### config.mk
export PLATFORM = sky130hd
export DESIGN_NAME = bank_xlate_top
export DESIGN_NICKNAME = d
export VERILOG_FILES = /design/src/rtl/bank_xlate_pkg.sv /design/src/rtl/bank_cfg_regs.sv /design/src/rtl/bank_prg_window.sv /design/src/rtl/bank_chr_window.sv /design/src/rtl/bank_xlate_top.sv
export SDC_FILE = /design/constraint.sdc
export NUM_CORES = 1
export LEC_CHECK = 0
export CAP_MARGIN = 20
export CORE_MARGIN = 2
export CORE_UTILIZATION = 39
export DETAILED_ROUTE_END_ITERATION = 6
export DONT_BUFFER_PORTS = 1
export GPL_TIMING_DRIVEN = 0
export HOLD_SLACK_MARGIN = 0.12
export PLACE_DENSITY = 0.51
export SLEW_MARGIN = 20
export SYNTH_ARGS = -nofsm -noshare
export SYNTH_HDL_FRONTEND = slang
export SYNTH_SLANG_ARGS = --single-unit
### constraint.sdc
create_clock -name clk -period 1.9 [get_ports clk]
set_clock_uncertainty 0.1 [all_clocks]
set_input_delay 0.285 -clock clk [delete_from_list [all_inputs] [get_ports clk]]
set_output_delay 0.285 -clock clk [all_outputs]
set_load 0.005 [all_outputs]
### src/rtl/bank_xlate_pkg.sv
package bank_xlate_pkg;

    typedef enum logic [1:0] {
        MIR_ONE_LO = 2'd0,
        MIR_ONE_HI = 2'd1,
        MIR_VERT   = 2'd2,
        MIR_HORZ   = 2'd3
    } mirror_e;

    typedef enum logic [1:0] {
        PRG_WHOLE32,
        PRG_PIN_FIRST,
        PRG_PIN_LAST
    } prg_mode_e;

    typedef enum logic {
        CHR_PAIR8K  = 1'b0,
        CHR_SPLIT4K = 1'b1
    } chr_mode_e;

    typedef struct packed {
        mirror_e   mir;
        prg_mode_e prg;
        chr_mode_e chr;
    } layout_t;

    // Control layout: [4] CHR layout, [3:2] PRG layout, [1:0] mirroring
    function automatic layout_t decode_ctl(input logic [4:0] c);
        layout_t l;
        l.mir = mirror_e'(c[1:0]);
        l.chr = chr_mode_e'(c[4]);
        unique case (c[3:2])
            2'b10:   l.prg = PRG_PIN_FIRST;
            2'b11:   l.prg = PRG_PIN_LAST;
            default: l.prg = PRG_WHOLE32;
        endcase
        return l;
    endfunction

endpackage

### src/rtl/bank_cfg_regs.sv
module bank_cfg_regs #(
    parameter int REG_W  = 5,
    parameter int N_REGS = 4,
    parameter logic [N_REGS*REG_W-1:0] RST_VALS = '0
) (
    input  logic                   clk,
    input  logic                   rst_n,
    input  logic [N_REGS-1:0]      ld,
    input  logic [REG_W-1:0]       wdata,
    output logic [REG_W-1:0]       q [N_REGS]
);

    for (genvar g = 0; g < N_REGS; g++) begin : g_reg
        logic [REG_W-1:0] r;
        always_ff @(posedge clk or negedge rst_n) begin
            if (!rst_n)
                r <= RST_VALS[g*REG_W +: REG_W];
            else if (ld[g])
                r <= wdata;
        end
        assign q[g] = r;
    end

endmodule

### src/rtl/bank_prg_window.sv
module bank_prg_window
    import bank_xlate_pkg::*;
#(
    parameter int PRG_BANKS = 8
) (
    input  prg_mode_e                  mode,
    input  logic [3:0]                 bank_sel,
    input  logic [14:0]                cpu_addr,
    output logic [$clog2(PRG_BANKS)+13:0] rom_addr
);

    localparam int PB   = $clog2(PRG_BANKS);
    localparam int BW   = ((PB > 4) ? PB : 4) + 1;
    localparam logic [BW-1:0] LAST = BW'(PRG_BANKS - 1);
    localparam logic [BW-1:0] SIZE = BW'(PRG_BANKS);

    logic          win;
    logic [BW-1:0] sel;
    logic [BW-1:0] bank;
    logic [PB-1:0] bank_mod;

    assign win = cpu_addr[14];
    assign sel = BW'(bank_sel);

    always_comb begin
        unique case (mode)
            PRG_WHOLE32:   bank = {sel[BW-1:1], win};
            PRG_PIN_FIRST: bank = win ? sel : '0;
            PRG_PIN_LAST:  bank = win ? LAST : sel;
            default:       bank = '0;
        endcase
    end

    assign bank_mod = PB'(bank % SIZE);
    assign rom_addr = {bank_mod, cpu_addr[13:0]};

endmodule

### src/rtl/bank_chr_window.sv
module bank_chr_window
    import bank_xlate_pkg::*;
#(
    parameter int CHR_BANKS = 32
) (
    input  chr_mode_e                      mode,
    input  logic [4:0]                     lo_sel,
    input  logic [4:0]                     hi_sel,
    input  logic [12:0]                    ppu_addr,
    output logic [$clog2(CHR_BANKS)+11:0]  chr_addr
);

    localparam int CB = $clog2(CHR_BANKS);
    localparam int CW = ((CB > 5) ? CB : 5) + 1;
    localparam logic [CW-1:0] SIZE = CW'(CHR_BANKS);

    logic          win;
    logic [CW-1:0] bank;
    logic [CB-1:0] bank_mod;

    assign win = ppu_addr[12];

    always_comb begin
        unique case (mode)
            CHR_PAIR8K:  bank = CW'({lo_sel[4:1], win});
            CHR_SPLIT4K: bank = CW'(win ? hi_sel : lo_sel);
            default:     bank = '0;
        endcase
    end

    assign bank_mod = CB'(bank % SIZE);
    assign chr_addr = {bank_mod, ppu_addr[11:0]};

endmodule

### src/rtl/bank_xlate_top.sv
module bank_xlate_top
    import bank_xlate_pkg::*;
#(
    parameter int PRG_BANKS = 8,
    parameter int CHR_BANKS = 32,
    localparam int PRG_AW = $clog2(PRG_BANKS) + 14,
    localparam int CHR_AW = $clog2(CHR_BANKS) + 12
) (
    input  logic              clk,
    input  logic              rst_n,
    input  logic              ctl_ld,
    input  logic              chr0_ld,
    input  logic              chr1_ld,
    input  logic              prg_ld,
    input  logic [4:0]        reg_wdata,
    input  logic [15:0]       cpu_addr,
    input  logic              cpu_wr,
    input  logic [12:0]       ppu_addr,
    output logic [PRG_AW-1:0] prg_rom_addr,
    output logic              prg_rom_sel,
    output logic              prg_ram_sel,
    output logic              prg_ram_wen,
    output logic [CHR_AW-1:0] chr_addr,
    output logic [1:0]        mirror
);

    localparam int N_REGS = 4;
    localparam logic [4:0] CTL_RESET = 5'h0F;
    localparam logic [N_REGS*5-1:0] RST_VALS = {5'h00, 5'h00, 5'h00, CTL_RESET};

    logic [4:0] regs_q [N_REGS];
    logic [4:0] ctl_q, chr0_q, chr1_q, prg_q;
    layout_t    lay;

    bank_cfg_regs #(
        .REG_W    (5),
        .N_REGS   (N_REGS),
        .RST_VALS (RST_VALS)
    ) u_regs (
        .clk   (clk),
        .rst_n (rst_n),
        .ld    ({prg_ld, chr1_ld, chr0_ld, ctl_ld}),
        .wdata (reg_wdata),
        .q     (regs_q)
    );

    assign ctl_q  = regs_q[0];
    assign chr0_q = regs_q[1];
    assign chr1_q = regs_q[2];
    assign prg_q  = regs_q[3];

    assign lay = decode_ctl(ctl_q);

    bank_prg_window #(.PRG_BANKS(PRG_BANKS)) u_prg (
        .mode     (lay.prg),
        .bank_sel (prg_q[3:0]),
        .cpu_addr (cpu_addr[14:0]),
        .rom_addr (prg_rom_addr)
    );

    bank_chr_window #(.CHR_BANKS(CHR_BANKS)) u_chr (
        .mode     (lay.chr),
        .lo_sel   (chr0_q),
        .hi_sel   (chr1_q),
        .ppu_addr (ppu_addr),
        .chr_addr (chr_addr)
    );

    assign prg_rom_sel = cpu_addr[15];
    assign prg_ram_sel = (cpu_addr[15:13] == 3'b011);
    assign prg_ram_wen = prg_ram_sel && cpu_wr && !prg_q[4];
    assign mirror      = lay.mir;

endmodule

After elaboration in Yosys (flattened, before gate mapping)

Index checks and enable logic that the tools add are counted.
W data, S select, Z words.

Register bits: 20
Input port bits: 41
Output and inout port bits: 39
Logic and storage cells: 20

Equality and inequality tests: 5
Multiplexer cells: 6
Bitwise gates (word level): 1
Reduce and logical (&&, ||, !) cells: 4

Operators by type and width:

| kind                 | count |
|---|---|
| $pmux W5 S2          | 1 |
| $pmux W3 S3          | 1 |
| $eq A2 B2 Y1 const B | 3 |
| $mux W3              | 2 |
| $mux W5              | 1 |
| $pmux W2 S2          | 1 |
| $eq A3 B2 Y1 const B | 1 |
| $eq A2 B1 Y1 const B | 1 |
| $logic_and A1 B1 Y1  | 2 |
| $logic_not A2 Y1     | 1 |
| $logic_not A1 Y1     | 1 |
| $not A1 Y1           | 1 |

Logic depth before layout (Yosys ltp)

Depth in word-level cells: 4
Gate-level depth with buffers: 2
Mapped depth without buffers: 2

Modules after synthesis

From an unflattened synthesis, not the netlist that was laid out.

Cells, all modules: 92
Area, all modules: 1111.1 um^2

Modules (own cells, without submodules):

| module          | times used | cells an instance | area each (um^2) | sequential area each (um^2) |
|---|---|---|---|---|
| bank_cfg_regs   | 1          | 40                | 730.7            | 505.5 |
| bank_chr_window | 1          | 20                | 171.4            | 0.0 |
| bank_prg_window | 1          | 26                | 166.4            | 0.0 |
| bank_xlate_top  | 1          | 6                 | 42.5             | 0.0 |

Worst setup path after synthesis

Ideal clock, no wire load.

Kind: register -> output
Start point: register u_regs.g_reg[0].r[4]
End point: output port chr_addr[13]
Arrival time: 819 ps
Data required time: 1515 ps
Path slack: 696 ps
Cell stages (with the launch flop): 3
Path buffers: 0
Cells stage by stage: dfrtp_1 nand2_2 mux2_4

Longest elaborated chain between the ends: 2

RTL lines:

| item                     | line                  | RTL |
|---|---|---|
| start: declaration       | bank_cfg_regs.sv:14   | `logic [REG_W-1:0] r;` |
| start signal: assignment | bank_cfg_regs.sv:17   | `r <= RST_VALS[g*REG_W +: REG_W];` |
| start signal: assignment | bank_cfg_regs.sv:19   | `r <= wdata;` |
| $not A1 Y1               | bank_chr_window.sv:24 | `unique case (mode)` |
| $pmux W5 S2 (*)          | bank_chr_window.sv:24 |  |
| end: declaration         | bank_xlate_top.sv:23  | `output logic [CHR_AW-1:0] chr_addr,` |

Every way passes the cells marked *; elsewhere a longest branch is shown, timed or not.

Final worst setup path

Start point: input port reg_wdata[0]
End point: register u_regs.g_reg[1].r[0]

RTL lines:

| item                   | line                 | RTL |
|---|---|---|
| start: declaration     | bank_xlate_top.sv:15 | `input logic [4:0] reg_wdata,` |
| end signal: assignment | bank_cfg_regs.sv:17  |  |
| end signal: assignment | bank_cfg_regs.sv:19  |  |
| end: declaration       | bank_cfg_regs.sv:14  |  |

No word-level cell between the ends.

==> metrics <==
Final Hold Viols=0; CTS root buf=clkbuf_4; CTS Buf Count=3; HPWL reported at the end of detailed placement=1570 µm; reg2reg start=u_regs.g_reg[0].r[2]; fin crit period=1.63 ns; Crit path arrival time=1.71 ns; final RePlAce weighted congestion=~0.66; Worst setup SP type=primary input; global routing met1 resource utilization=0.162; Seq pwr share=0.544; post-layout instance area=1260 µm²; Pins Over Slew Limit=0; Routed Antenna Nets=0; Gate power share=0.225; critical path peak fanout=3; Hold Crit Class=primary input to asynchronous set/reset pin; Regs by FF count=u_regs.g.r: 19 flops; vias in the first global route=613; core footprint=between 2000 and 3000 µm²; die area=3150 µm²; PortBufs=0; switching power share of the total=0.248; Crit. Startpoint=reg_wdata[0]; final global-route overflow total=0; Required @ worst endpoint=about 2.0 ns; met3 Use GR=0.0605; initial antenna violation count=0; synthesis-stage register bit count=19; Layout area overhead=19.2%; max-cap violation count=0; Cells after Synth=94; Top Usage Layer GRT=met2; Ports=80; Setup Viol. Count Final=0; initial core utilization=0.421; Mapped Area=1060 µm²; # DRC=0; FILL cells=249; crit share post-route=0.857; switching power=roughly 0.22 mW; Power, Total=0.872 mW; RSZ-0062 raised after global routing=false; Vias/cell=roughly 4.8; top-area cell type share of the netlist area=0.354; Critical Path End Type=flop; Slew headroom=0.457; synth warn=0; highest clock rate=614 MHz; clock share of power=0.231; setup TNS=0 ns; die height=56.2 µm; WL/cell=14.8 µm; CTS tree=yes; Final #Nets=154; antenna cells=0; max FFs per register=19; Synth area leader=dfrtp_1; Post-Route WL=2100 µm; Crit Path Class=primary input to flop; top cells by area, synth=dfrtp_1, buf_4, mux2_2; syn_area_per_cell=11.3 µm²; Worst-path clk slew=0.10 ns; # clock sinks=19; VDD IR-drop max=0.618 mV; status=finished clean; largest net degree at the start of global routing=20; Yosys cell types=15; total leakage power=between 0.5 and 0.6 nW; total track usage=0.127; Max Buffers Root-to-Sink=2; pwr dens=a little under 700 nW/µm²; Top reg by flops=u_regs.g.r; Post-Syn Nets=around 140; via count=681; grt met2 use=0.200; layout cell share with drive strength beyond 1=0.500; die width=56.2 µm; Seq/Total Area, Yosys=0.453; Worst Tran Pin Value=about 0.8 ns; Initial DRT Pass Iterations=4; first-pass GRT wire length=3130 µm; H-tree levels=1; DP Area=approximately 1100 µm²; DR iter-0 viols=12; Std-Cell Rows=18; Internal=0.656 mW; worst skew pair latency=between 0.2 and 0.3 ns
-- through the flow --
stage               utilization  std cells  setup WS (ns)  hold WS (ns)
CTS                       0.501        142          0.288         0.421
global route              0.501        142          0.245         0.433
detailed placement        0.436        124          0.630        -0.110
finish                    0.501        142          0.272         0.414
floorplan                     -         94          0.696        -0.111
global placement          0.436        124          0.633        -0.110
-- layout make-up --
cell class / count / area [µm²] / area share
Tap cell: 30 / 37.5 / 0.0297
Multi-Input combinational cell: 41 / 344 / 0.272
Buffer: 29 / 218 / 0.172
Timing Repair Buffer: 14 / 140 / 0.111
Inverter: 5 / 18.8 / 0.0148
Sequential cell: 19 / 480 / 0.380
Clock buffer: 4 / 26.3 / 0.0208
-- final timing paths --
check,slack [ns],endpoint,cells past startpoint
min reg2reg,0.42,u_regs.g_reg[2].r[2],1
min,0.41,u_regs.g_reg[1].r[2],1
max in group asynchronous,0.78,u_regs.g_reg[3].r[4],1
max reg2reg,0.43,u_regs.g_reg[0].r[2],3
min in group clk,0.42,u_regs.g_reg[2].r[2],1
max,0.27,u_regs.g_reg[1].r[0],3
-- power groups by stage --
stage / logic [mW] / clock network, mW / registers, mW
after global placement: 0.152 / 0 / 0.480
after floorplan: 0.139 / 0 / 0.475
final: 0.196 / 0.201 / 0.474
after global routing: 0.216 / 0.223 / 0.480
after CTS: 0.200 / 0.208 / 0.475
after detailed placement: 0.153 / 0 / 0.483
-- per-layer routing --
layer  vias to the layer above  part of all wire
met5                         -                 0
met3                         2              0.10
met1                       321              0.39
met4                         0            0.0048
met2                        35              0.50
li1                        323                 -
-- critical path, cell delays in order --
cell and delay [ns]:
dlygate4sd3_1 0.59, mux2_2 0.28, dlygate4sd3_1 0.56
-- synthesized netlist by cell type --
| master | count |
|---|---|
| inv_1 | 5 |
| nor2b_1 | 2 |
| o22ai_1 | 3 |
| nand2_2 | 1 |
| a21oi_1 | 4 |
| buf_4 | 29 |
| dfrtp_1 | 15 |
| dfstp_2 | 4 |
| mux2_4 | 4 |
| o21ai_0 | 4 |
| nand2_1 | 5 |
| mux2_2 | 15 |
| a31oi_1 | 1 |
| nor4b_1 | 1 |
| nor2_1 | 1 |
-- timing repair --
item	CTS	global route
gates resized for setup	0	0
buffers inserted	0	0
hold endpoints to repair	38	0
hold buffers	14	0
-- cells by family (layout without fill, tap and decap cells) --
kind of cell	Yosys count	after routing	synth area share
compound gates	12	12	0.0613
mux	19	19	0.216
simple gates	10	10	0.0472
flops	19	19	0.453
buf+inv	34	52	0.223
-- cells in the final DEF (no fill, tap or decap), types with 2 or more instances in the layout --
| master | netlist | routed |
|---|---|---|
| nor2b_1 | 2 | 2 |
| mux2_4 | 4 | 4 |
| dfstp_2 | 4 | 4 |
| buf_4 | 29 | 29 |
| clkbuf_4 | 0 | 3 |
| a21oi_1 | 4 | 4 |
| o21ai_0 | 4 | 4 |
| inv_1 | 5 | 5 |
| o22ai_1 | 3 | 3 |
| nand2_1 | 5 | 5 |
| mux2_2 | 15 | 15 |
| dfrtp_1 | 15 | 15 |
| dlygate4sd3_1 | 0 | 14 |
(Power assumes the default switching activity.)
